==> src/rtl/clkdiv_bank.sv <==
module clkdiv_bank #(
  parameter int NOUT = 3,
  parameter int DW   = 8
) (
  input  logic                 clk,
  input  logic                 rst_n,
  input  logic [NOUT*DW-1:0]   div_in,
  input  logic                 commit,
  input  logic [NOUT-1:0]      gate_en,
  input  logic [1:0]           src_sel,
  output logic [NOUT-1:0]      clk_out,
  output logic                 busy,
  output logic [1:0]           src_cur,
  output logic                 src_fabric
);
  logic [NOUT-1:0][DW-1:0] shd, act, cnt;
  logic [DW-1:0] fcnt, amax;
  logic [NOUT-1:0] gate_q, raw;
  logic pend, upd;

  always_comb begin
    amax = '0;
    for (int i = 0; i < NOUT; i++)
      if (act[i] > amax) amax = act[i];
  end

  assign upd        = pend && (fcnt == amax);
  assign busy       = pend;
  assign src_fabric = (src_cur == 2'd2);

  always_ff @(posedge clk) begin
    if (!rst_n) begin
      shd     <= '0;
      act     <= '0;
      pend    <= 1'b0;
      fcnt    <= '0;
      src_cur <= 2'd0;
    end else begin
      if (commit) shd <= div_in;
      if (upd) act <= shd;
      pend <= commit | (pend & ~upd);
      fcnt <= (fcnt == amax) ? '0 : fcnt + 1'b1;
      if (src_sel != 2'd3) src_cur <= src_sel;
    end
  end

  for (genvar g = 0; g < NOUT; g++) begin : g_out
    logic [DW:0] hi;
    assign hi         = (act[g] == '0) ? (DW+1)'(1) : ({1'b0, act[g]} + (DW+1)'(1)) >> 1;
    assign raw[g]     = {1'b0, cnt[g]} < hi;
    assign clk_out[g] = raw[g] & gate_q[g];

    always_ff @(posedge clk) begin
      if (!rst_n) begin
        cnt[g]    <= '0;
        gate_q[g] <= 1'b0;
      end else begin
        if (upd || cnt[g] == act[g]) cnt[g] <= '0;
        else                         cnt[g] <= cnt[g] + 1'b1;
        if (cnt[g] == act[g]) gate_q[g] <= gate_en[g];
      end
    end
  end
endmodule

==> config.mk <==
export PLATFORM = sky130hd
export DESIGN_NAME = clkdiv_bank
export DESIGN_NICKNAME = d
export VERILOG_FILES = /design/src/rtl/clkdiv_bank.sv
export SDC_FILE = /design/constraint.sdc
export NUM_CORES = 1
export LEC_CHECK = 0
export CAP_MARGIN = 20
export CORE_ASPECT_RATIO = 1.75
export CORE_MARGIN = 8
export CORE_UTILIZATION = 45
export DETAILED_ROUTE_END_ITERATION = 10
export PLACE_DENSITY_LB_ADDON = 0.08
export SYNTH_ARGS = -nofsm -noshare
export SYNTH_HDL_FRONTEND = slang
export SYNTH_SLANG_ARGS = --single-unit
==> constraint.sdc <==
create_clock -name clk -period 8.2 [get_ports clk]
set_clock_uncertainty 0.1 [all_clocks]
set_input_delay 1.23 -clock clk [delete_from_list [all_inputs] [get_ports clk]]
set_output_delay 1.23 -clock clk [all_outputs]
set_load 0.01 [all_outputs]
== Word level (Yosys, flattened, before mapping) ==
Index checks and enable logic that the tools add are counted.
Storage, ports and cells
  flip-flop bits (word level): 86
  input port bits: 32
  output and inout port bits: 7
Cells by class
  add/subtract/negate cells: 7
  $lt $le $gt $ge: 6
  eq/ne operators: 6
  muxes and demuxes: 6
  bitwise operators: 7
  reduce and logical (&&, ||, !) cells: 11
Operators with widths (number)
  8-bit two-way mux: 6
  8-bit by 1-bit adder with 8-bit output (second input constant): 4
  8-bit == test: 4
  8-bit by 1-bit adder with 9-bit output (second input constant): 3
  8-bit logical NOT: 3
  8-bit < comparator: 3
  8-bit greater-than comparator: 2
  8-bit by 1-bit greater-than comparator with 1-bit output (second input constant): 1
  2-bit OR reduction: 4
  1-bit bitwise AND: 4
  1-bit logical OR: 3
  2-bit == test (second input constant): 1
  2-bit != test (second input constant): 1
  1-bit NOT: 2
  1-bit logical AND: 1
  1-bit bitwise OR: 1

== Longest topological paths before layout ==
Gate-level depths: netlist of the first run.
  depth in word-level cells: 11
  depth in mapped cells: 25
  mapped depth without buffers: 22

== Worst setup path after synthesis of the first run ==
Ideal clock, no wire load.
  path type: reg-to-reg
  start point: register act[0] (netlist bit)
  end point: register act[0] (netlist bit)
  arrival time: 4.370 ns
  data required time: 8.028 ns
  path slack: 3.658 ns
  cell stages (with the launch flop): 24
  path buffers: 3
  clock period less this slack: 4.542 ns
  cells stage by stage: dfxtp_1 inv_1 ha_1 nor4b_2 nand2_1 nand2_1 ha_1 and2b_1 o211ai_2 a21o_2 a21oi_4 mux2_4 ha_1 a21oi_1 o21a_1 o21ai_1 inv_1 a32o_1 nor3_1 and4_1 buf_4 buf_6 buf_12 mux2i_1
On the way
  cells in the longest elaborated chain, start to end: 8
Ends and longest elaborated chain
  from (decl): RTL line 16  | logic [NOUT-1:0][DW-1:0] shd, act, cnt;
  from (signal assigned): RTL line 34  | act <= '0;
  from (signal assigned): RTL line 40  | if (upd) act <= shd;
  8-bit by 1-bit greater-than comparator with 1-bit output: RTL line 24  | if (act[i] > amax) amax = act[i];
  8-bit two-way mux *: RTL line 24
  8-bit greater-than comparator: RTL line 24
  8-bit two-way mux *: RTL line 24
  8-bit greater-than comparator: RTL line 24
  8-bit two-way mux *: RTL line 24
  8-bit == test *: RTL line 27  | assign upd = pend && (fcnt == amax);
  1-bit logical AND *: RTL line 27
Every way passes the cells marked *; elsewhere a longest branch is shown, timed or not.
A chain may end at the register's enable or synchronous reset.

== Final worst setup path of the first run ==
  start point: register act[1] (netlist bit)
  end point: register act[4] (netlist bit)
The elaborated chain is that of the path after synthesis.

==> summary.md, run 1 <==
| Metric | Value |
|---|---|
| Status | finished, final reports clean |
| Total number of vias | 4413 |
| Antenna-violating nets left | 0 |
| Final WL | 13200 um |
| DRT Pass-1 Iters | 4 |
| CTS clock-pin slew for the worst setup and hold paths | 0.07 ns |
| Io pins | 39 |
| Port-buffer cells | 38 |
| Total congestion overflow | 0 |
| Crit end category | flop |
| Leak pwr | 2.47 nW |
| WL met2 | 7210 um |
| Largest net degree at the start of global routing | 110 |
| Pwr per Cell Area | 284 mW/mm^2 |
| Placeable core area | 0.0120 sq mm |
| DR iter-0 viols | 114 |
| Final hold vios | 0 |
| DP Area | 0.00594 sq mm |
| WL per Instance | 16.0 um |
| TNS Setup | 0 ns |
| Placed wire-length estimate | 9740 um |
| Post-synth EDFFs | 0 |
| Post-synth cell types | 49 |
| H-tree levels | 3 |
| Startpoint types | flop |
| Tcrit/Tclk final | 69.1% |
| Root Driver | clkbuf_16 |
| Mapped Area | 0.00552 sq mm |
| CP bufs+invs | 3 |
| Vias in the first global route | 4518 |
| Clock Tree Buf Depth | 2 |
| Highest Clock Rate | 177 MHz |
| Initial Util | 46.0% |
| Antenna Cells | 0 |
| CP max stage cell | and4_2 |
| Die Height | 163 um |
| Slew @ Worst Pin | 0.980 ns |
| Crit path kind | flop to flop |
| Vias per cell | 5.35 |
| Max rail drop VDD | 285 uV |
| Most used cell, CP | ha_1 |
| CTS tree | yes |
| First-pass GRT wire length | 22300 um |
| Max layer used | met4 |
| FF+latch count, synth | 86 |
| Slew Limit Fails | 0 |
| Unrepaired setup endpoints after global routing | false |
| Commonest cells post-synth | 97 x nand2_1, 86 x dfxtp_1, 57 x mux2i_1 |
| Nets | 734 |
| Ys flop type | dfxtp_1 |
| Worst slew margin | 34.7% |
| Top Family by Delay on Critical Path | compound AO/OA/AOI/OAI gates |
| Clock Sink Count | 86 |
| Hold_buf cts | 0 |
| Residual DRC | 0 |
| Design Area, Final | 0.00627 sq mm |
| Post-CTS resize count | 0 |
| Count leader, synth | nand2_1 |
| Design Power | 1.78 mW |
| Post-Syn Nets | 719 |
| Number of synthesis warnings | 0 |
| WL met1 | 5280 um |
| Total track usage | 17.2% |
| Initial antenna violation count | 0 |
| Endpoints failing setup | 0 |
| Post-synthesis sequential area ratio | 31.2% |
| Skew-Pair Late Insertion Delay | 0.34 ns |
| Hold crit path type | flop to flop |
| Share of cells above drive strength 1 | 4.70% |
| Fill cell count | 1141 |
| Rows | 53 |
| CP Max Fanout | 27 |
| Detail Route met3 WL | 296 um |
| Synth top area share | 31.2% |
| Min Tclk post-route | 5.67 ns |
| Max_cap viols | 0 |
| Placer Congestion | 0.874 |
| Mapped Cells | 640 |
| Syn avg cell area | 8.63 sq um |
| Async set-reset flop share out of synthesis | 0% |
| Top cells by area, synth | dfxtp_1 31%, ha_1 11%, mux2i_1 10% |
| Die area | 0.0162 sq mm |
| Crit-path max cell delay | 0.66 ns |
| Die X | 99.7 um |
| Post-CTS setup buffers | 0 |
| Worst Path Required | 8.37 ns |
| Critical Path, Cell by Cell | inv_1, ha_1, nor4b_2, nand2_1, nand2_1, ha_1, and2b_1, o211ai_2, a21o_2, a21oi_4, mux2_4, ha_1, a21oi_1, o21a_1, o21ai_1, inv_1, a32o_1, nor3_1, and4_2, buf_4, mux2i_1 |
| P&R area growth vs syn | 13.6% |
| CTS buffer count | 9 |
| Yosys top cell by area | dfxtp_1 |
| Arrival @ worst endpoint | 5.84 ns |
[routing by layer]
layer  vias to the layer above  GRT usage [%]
met1                      2104           17.7
met2                        56           32.2
li1                       2228              -
met5                         -              0
met3                        25           3.04
met4                         0           7.96
[final cells by class]
| cell class | count | area [sq um] | area share (%) |
|---|---|---|---|
| clock inverters | 7 | 103 | 1.64 |
| inverters | 23 | 86.3 | 1.38 |
| multi-input cells | 494 | 3530 | 56.3 |
| flip-flops and latches | 86 | 1720 | 27.4 |
| well taps | 165 | 206 | 3.29 |
| clock buffers | 9 | 225 | 3.59 |
| repair buffers | 41 | 398 | 6.34 |
[power by group]
group	leakage, nW	switching [mW]	internal [mW]	total (mW)
clock	0.162	0.184	0.271	0.455
sequential	0.700	0.0596	0.454	0.513
combinational	1.60	0.466	0.349	0.815
[final timing paths]
path	startpoint	slack, ns	endpoint	depth (start not counted)
setup / recovery	act[1]	2.53	act[4]	21
hold / removal	shd[13]	0.36	act[13]	2
setup reg to reg	act[1]	2.53	act[4]	21
hold reg to reg	shd[13]	0.36	act[13]	2
[state kept, by name (all words and copies together) (netlist names)]
| register | flops |
|---|---|
| act | 24 |
| cnt | 24 |
| shd | 24 |
| fcnt | 8 |
| gate_q | 3 |
| src_cur | 2 |
| busy | 1 |
[stage by stage]
step | std cells | hold slack (ns) | setup slack, ns | utilization, %
6_report | 825 | 0.365 | 2.53 | 52.3
5_1_grt | 825 | 0.375 | 2.04 | 52.3
4_1_cts | 825 | 0.363 | 2.51 | 52.3
3_5_place_dp | 809 | 0.355 | 2.55 | 49.5
3_3_place_gp | 809 | 0.351 | 2.75 | 49.5
2_1_floorplan | 640 | 0.337 | 3.66 | -
[cell usage in the layout, fill, tap and decap left out, types with 22 or more instances in the layout]
cell	Yosys	layout
xnor2_1	51	51
dfxtp_1	86	86
ha_1	47	47
nand3_1	31	31
nor2b_1	30	30
clkdlybuf4s50_1	0	37
inv_1	23	23
nor2_1	22	22
nand2_1	97	97
xor2_1	22	22
mux2i_1	57	57
[kinds of logic (layout without fill, tap and decap cells)]
kind of cell	after synthesis	count (layout)	share of synthesized area (%)
and+or+nand+nor	256	256	23.3
AOI/OAI and AO/OA	60	60	7.87
DFF	86	86	31.2
muxes	58	58	10.6
adders and majority gates	47	47	10.7
xor gates and xnor gates	73	73	11.6
buffers and inverters	60	80	4.85
[worst register-to-register path, cell delays in order, from the launching register on]
cell	delay, ns
dfxtp_1	0.44
inv_1	0.10
ha_1	0.18
nor4b_2	0.17
nand2_1	0.10
nand2_1	0.09
ha_1	0.32
and2b_1	0.14
o211ai_2	0.09
a21o_2	0.25
a21oi_4	0.28
mux2_4	0.35
ha_1	0.31
a21oi_1	0.07
o21a_1	0.16
o21ai_1	0.40
inv_1	0.20
a32o_1	0.30
nor3_1	0.16
and4_2	0.66
buf_4	0.47
mux2i_1	0.26
Power figures use the tool's default switching activity.
==> run 2: changes to the inputs <==
==> constraint.sdc (replaced) <==
create_clock -name clk -period 5 [get_ports clk]
set_clock_uncertainty 0.1 [all_clocks]
set_input_delay 0.75 -clock clk [delete_from_list [all_inputs] [get_ports clk]]
set_output_delay 0.75 -clock clk [all_outputs]
set_load 0.01 [all_outputs]
==> summary.md, run 2 (same netlist as run 1, synthesis figures left out) <==
| Metric | Value |
|---|---|
| Root Driver | clkbuf_16 |
| Antenna Cells | 0 |
| Switching Power | 1.18 mW |
| H-tree levels | 3 |
| Slew @ Worst Pin | 0.685 ns |
| Port-buffer cells | 38 |
| Top flop regs | act (24), cnt (24), shd (24) |
| Crit-path max cell delay | 0.35 ns |
| Slew Limit Fails | 0 |
| Vias in the first global route | 4549 |
| P&R area growth vs syn | 16.9% |
| Clock Tree Buf Depth | 2 |
| Rows | 53 |
| Placeable core area | 0.0120 sq mm |
| HP Start | shd[9] |
| Placed wire-length estimate | 10100 um |
| CP Max Fanout | 22 |
| Reg2reg start | act[0] |
| Post-route setup slack | 0.241 ns |
| Leak pwr | 2.56 nW |
| Critical Path, Cell by Cell | inv_1, ha_1, nor4b_4, nand2_1, nand2_1, ha_1, and2b_1, o211ai_2, a21o_2, a21oi_4, buf_4, mux2_4, ha_1, a21oi_1, o21a_1, o21ai_2, inv_1, a32o_1, nor3_1, and4_2, buf_12, mux2i_1 |
| Die Height | 163 um |
| CP startpoint | act[0] |
| Pwr per Cell Area | 472 mW/mm^2 |
| Endpoints failing setup | 0 |
| Hold_buf cts | 0 |
| Total track usage | 17.0% |
| Switching Share | 38.8% |
| Fill cell count | 1119 |
| Gate power share | 49.0% |
| Die X | 99.7 um |
| CP max stage cell | dfxtp_1 |
| Final hold vios | 0 |
| Antenna-violating nets left | 0 |
| Clock Sink Count | 86 |
| Total number of vias | 4472 |
| Most used cell, CP | ha_1 |
| Io pins | 39 |
| DR iter-0 viols | 128 |
| P_int | 1.87 mW |
| Nets | 750 |
| WL per Instance | 15.6 um |
| Min Tclk post-route | 4.76 ns |
| Share of cells above drive strength 1 | 7.70% |
| Die area | 0.0162 sq mm |
| Top Family by Delay on Critical Path | compound AO/OA/AOI/OAI gates |
| Worst slew margin | 54.3% |
| CP bufs+invs | 4 |
| Residual DRC | 0 |
| Placement Setup Slack | 0.257 ns |
| Hold crit path type | flop to flop |
| Initial Util | 46.0% |
| Crit end category | flop |
| Design Power | 3.05 mW |
| Arrival @ worst endpoint | 4.92 ns |
| R2r setup slk | 0.24 ns |
| Max_cap viols | 0 |
| Final WL | 13100 um |
| Commonest non-fill, non-tap cell in the layout | nand2_1 |
| Status | finished, final reports clean |
| CTS buffer count | 9 |
| Seq pwr share | 27.0% |
| Total congestion overflow | 0 |
| Placer Congestion | 0.943 |
| CTS clock-pin slew for the worst setup and hold paths | 0.07 ns |
| Worst Path Required | 5.16 ns |
| TNS Setup | 0 ns |
| Startpoint types | flop |
| Tcrit/Tclk final | 95.2% |
| Largest net degree at the start of global routing | 78 |
| Most frequent cells in the layout | 97 x nand2_1, 86 x dfxtp_1, 54 x mux2i_1 |
| Vias per cell | 5.32 |
| CTS tree | yes |
| Final Core Density | 53.7% |
| Max rail drop VDD | 341 uV |
| Skew-Pair Late Insertion Delay | 0.34 ns |
| Initial antenna violation count | 0 |
| Highest Clock Rate | 210 MHz |
| Crit path kind | flop to flop |
| First-pass GRT wire length | 22000 um |
| DRT Pass-1 Iters | 4 |
| Clock power frac | 24.0% |
## run 2: changes by cell type in the layout (fill, tap and decap cells not counted), moves of 2 or more
cell,change
mux2i_1,-3
buf_4,+14
mux2i_2,+2
buf_12,+2
## run 2: power by group through the flow
stage               clock (mW)  combinational [mW]  sequential, mW
finish                   0.730                1.49           0.822
global route             0.775                1.63           0.831
CTS                      0.753                1.45           0.823
detailed placement           0                1.44           0.838
global placement             0                1.41           0.839
floorplan                    0                1.19           0.802
## run 2: timing repair
action                                  CTS  global route
endpoints found under the setup margin    0            33
setup buffers                             0             3
resized for setup                         0             9
## run 2: final timing paths
check	to	depth (start not counted)
worst max-delay path	act[2]	22
worst min-delay path	act[9]	2
worst max register to register	act[2]	22
worst min register to register	act[9]	2
## run 2: routing by layer
layer	vias to the layer above	track usage, %	wire, um	share of wire, %
met5	-	0	0	0
met4	0	7.48	365	2.8
met3	25	3.25	276	2.1
met2	53	33.1	7370	56
met1	2138	16.5	5100	39
li1	2256	-	-	-
## run 2: cell type report
class	count	area [sq um]	area share, %
well taps	165	206	3.20
clock inverters	6	93.8	1.45
flip-flops and latches	86	1720	26.7
clock buffers	9	225	3.49
repair buffers	57	543	8.42
inverters	23	86.3	1.34
multi-input cells	494	3570	55.4
## run 2: stage by stage
step           cell area, sq um  hold slack [ns]  cells
3_3_place_gp               6070            0.342    822
2_1_floorplan              5520            0.337    640
3_5_place_dp               6070            0.354    822
4_1_cts                    6390            0.361    837
6_report                   6450            0.358    840
5_1_grt                    6450            0.380    840
## run 2: worst min-delay path, stage by stage, from the launching register on
cell     delay (ns)
dfxtp_1        0.31
nand2_1        0.05
mux2i_1        0.06
==> run 3: changes to the inputs <==
--- a/config.mk
+++ b/config.mk
@@ -6,10 +6,10 @@
 export NUM_CORES = 1
 export LEC_CHECK = 0
 export CAP_MARGIN = 20
-export CORE_ASPECT_RATIO = 1.75
 export CORE_MARGIN = 8
 export CORE_UTILIZATION = 45
 export DETAILED_ROUTE_END_ITERATION = 10
+export GPL_TIMING_DRIVEN = 0
 export PLACE_DENSITY_LB_ADDON = 0.08
 export SYNTH_ARGS = -nofsm -noshare
 export SYNTH_HDL_FRONTEND = slang
==> summary.md, run 3 (same netlist as run 1, synthesis figures left out) <==
| Metric | Value |
|---|---|
| Reg2reg start | act[0] |
| Slew Limit Fails | 0 |
| TNS Setup | 0 ns |
| Placed wire-length estimate | 10300 um |
| Max_cap viols | 0 |
| Endpoints failing setup | 0 |
| Highest Clock Rate | 207 MHz |
| Crit-path max cell delay | 0.38 ns |
| Commonest non-fill, non-tap cell in the layout | nand2_1 |
| Port-buffer cells | 36 |
| Crit path kind | flop to flop |
| Total congestion overflow | 0 |
| Largest net degree at the start of global routing | 18 |
| Vias in the first global route | 4455 |
| Worst hold stages | 2 |
| Critical Path, Cell by Cell | inv_2, ha_1, nor4b_4, nand2_1, nand2_2, ha_4, and2b_1, o211ai_2, a21o_4, a21oi_4, mux2i_2, inv_1, ha_1, nand4_1, nand2b_1, o21ai_4, inv_2, a32o_1, nor3_2, and4_1, buf_6, buf_12, clkbuf_16, mux2i_1 |
| Nets | 770 |
| Residual DRC | 0 |
| Arrival @ worst endpoint | 5.01 ns |
| Skew-Pair Late Insertion Delay | 0.35 ns |
| Total number of vias | 4565 |
| Met2 GRT Util | 26.9% |
| P&R area growth vs syn | 18.8% |
| Root Driver | clkbuf_16 |
| Pwr per Cell Area | 507 mW/mm^2 |
| Rows | 40 |
| Gate power share | 53.8% |
| Final hold vios | 0 |
| First-pass GRT wire length | 22500 um |
| Io pins | 39 |
| Initial Util | 46.0% |
| Die Height | 127 um |
| Register-to-Register Path Depth | 24 |
| CP Max Fanout | 7 |
| CP max stage cell | dfxtp_4 |
| Total track usage | 17.3% |
| P_int | 1.98 mW |
| CP startpoint | act[0] |
| Leak pwr | 2.58 nW |
| Design Power | 3.32 mW |
| Share of cells above drive strength 1 | 7.76% |
| H-tree levels | 3 |
| CTS tree | yes |
| Switching Power | 1.34 mW |
| M3 GR Usage | 3.56% |
| Crit end category | flop |
| Final WL | 14000 um |
| Clock Tree Buf Depth | 2 |
| DP Cell Count | 823 |
| Placer Congestion | 0.948 |
| Seq pwr share | 24.5% |
| Most Crowded Layer GR | met2 |
| Status | finished, final reports clean |
| Die area | 0.0161 sq mm |
| Antenna-violating nets left | 0 |
| Placeable core area | 0.0120 sq mm |
| HP Start | shd[0] |
| Antenna Cells | 0 |
| Worst slew margin | 43.4% |
| Top flop regs | act (24), cnt (24), shd (24) |
| WL per Instance | 16.6 um |
| Most frequent cells in the layout | 96 x nand2_1, 84 x dfxtp_1, 53 x mux2i_1 |
| Post-Layout Cell Count | 843 |
| Worst Path Required | 5.18 ns |
| Initial antenna violation count | 1 |
| Clock Sink Count | 86 |
| Slew @ Worst Pin | 0.849 ns |
| Hold crit path type | flop to flop |
| CTS clock-pin slew for the worst setup and hold paths | 0.07 ns |
| Switching Share | 40.3% |
| Clock power frac | 21.6% |
| Vias per cell | 5.42 |
| Max rail drop VDD | 361 uV |
| CTS buffer count | 9 |
| Startpoint types | flop |
| Min Tclk post-route | 4.82 ns |
| DRT Pass-1 Iters | 5 |
| Die X | 127 um |
| Tcrit/Tclk final | 96.4% |
| DR iter-0 viols | 297 |
| Met1 Usage GRT | 23.1% |
==> run 3: worst paths after layout <==
kind	endpoint	slack (ns)
worst max-delay path	act[14]	0.18
worst min-delay path	act[0]	0.35
worst max register to register	act[14]	0.18
worst min register to register	act[0]	0.35
==> run 3: metrics by stage <==
stage               area [sq um]  hold WS (ns)  worst slack, ns  util (%)
finish                      6560         0.354            0.178      54.6
global route                6560         0.380          -0.0252      54.6
detailed placement          6060         0.355           -0.260      50.5
CTS                         6390         0.363          0.00657      53.2
global placement            6060         0.343           -0.134      50.5
floorplan                   5520         0.337            0.458         -
==> run 3: layout make-up <==
class                      count  area [sq um]
buffer                        35           190
timing repair buffer          42           440
fill                        1111          5450
clock inverter                 7          87.6
clock buffer                   9           225
sequential                    86          1730
inverter                      23          86.3
multi-input combinational    494          3610
tap                          147           184
==> run 3: repair_timing <==
action / 4_1_cts / 5_1_grt
resized for setup: 6 / 21
setup buffers: 0 / 4
pin swaps: 2 / 10
setup endpoints to repair: 57 / 57
hold buffers: 0 / 0
endpoints found under the hold margin: 0 / 0
cloned: 0 / 2
==> run 3: worst max-delay path: cells and delay by family, from the launching register on <==
| kind | cells | cell delay (ns) |
|---|---|---|
| compound gates | 5 | 1.22 |
| fa+ha+maj | 3 | 0.74 |
| buf+inv | 6 | 0.67 |
| flops | 1 | 0.38 |
| mux | 2 | 0.51 |
| simple gates | 8 | 1.12 |
==> run 3: power by group through the flow <==
stage / Clock (mW) / Combinational (mW) / Sequential [mW]
3_3_place_gp: 0 / 1.50 / 0.820
6_report: 0.718 / 1.79 / 0.815
4_1_cts: 0.738 / 1.56 / 0.808
3_5_place_dp: 0 / 1.52 / 0.824
2_1_floorplan: 0 / 1.19 / 0.802
5_1_grt: 0.756 / 1.92 / 0.822
==> run 3: per-layer routing <==
metal | up-vias | part of all wire, %
met2 | 110 | 45
met1 | 2139 | 48
met4 | 0 | 1.8
met5 | - | 0
met3 | 20 | 5.6
li1 | 2296 | -
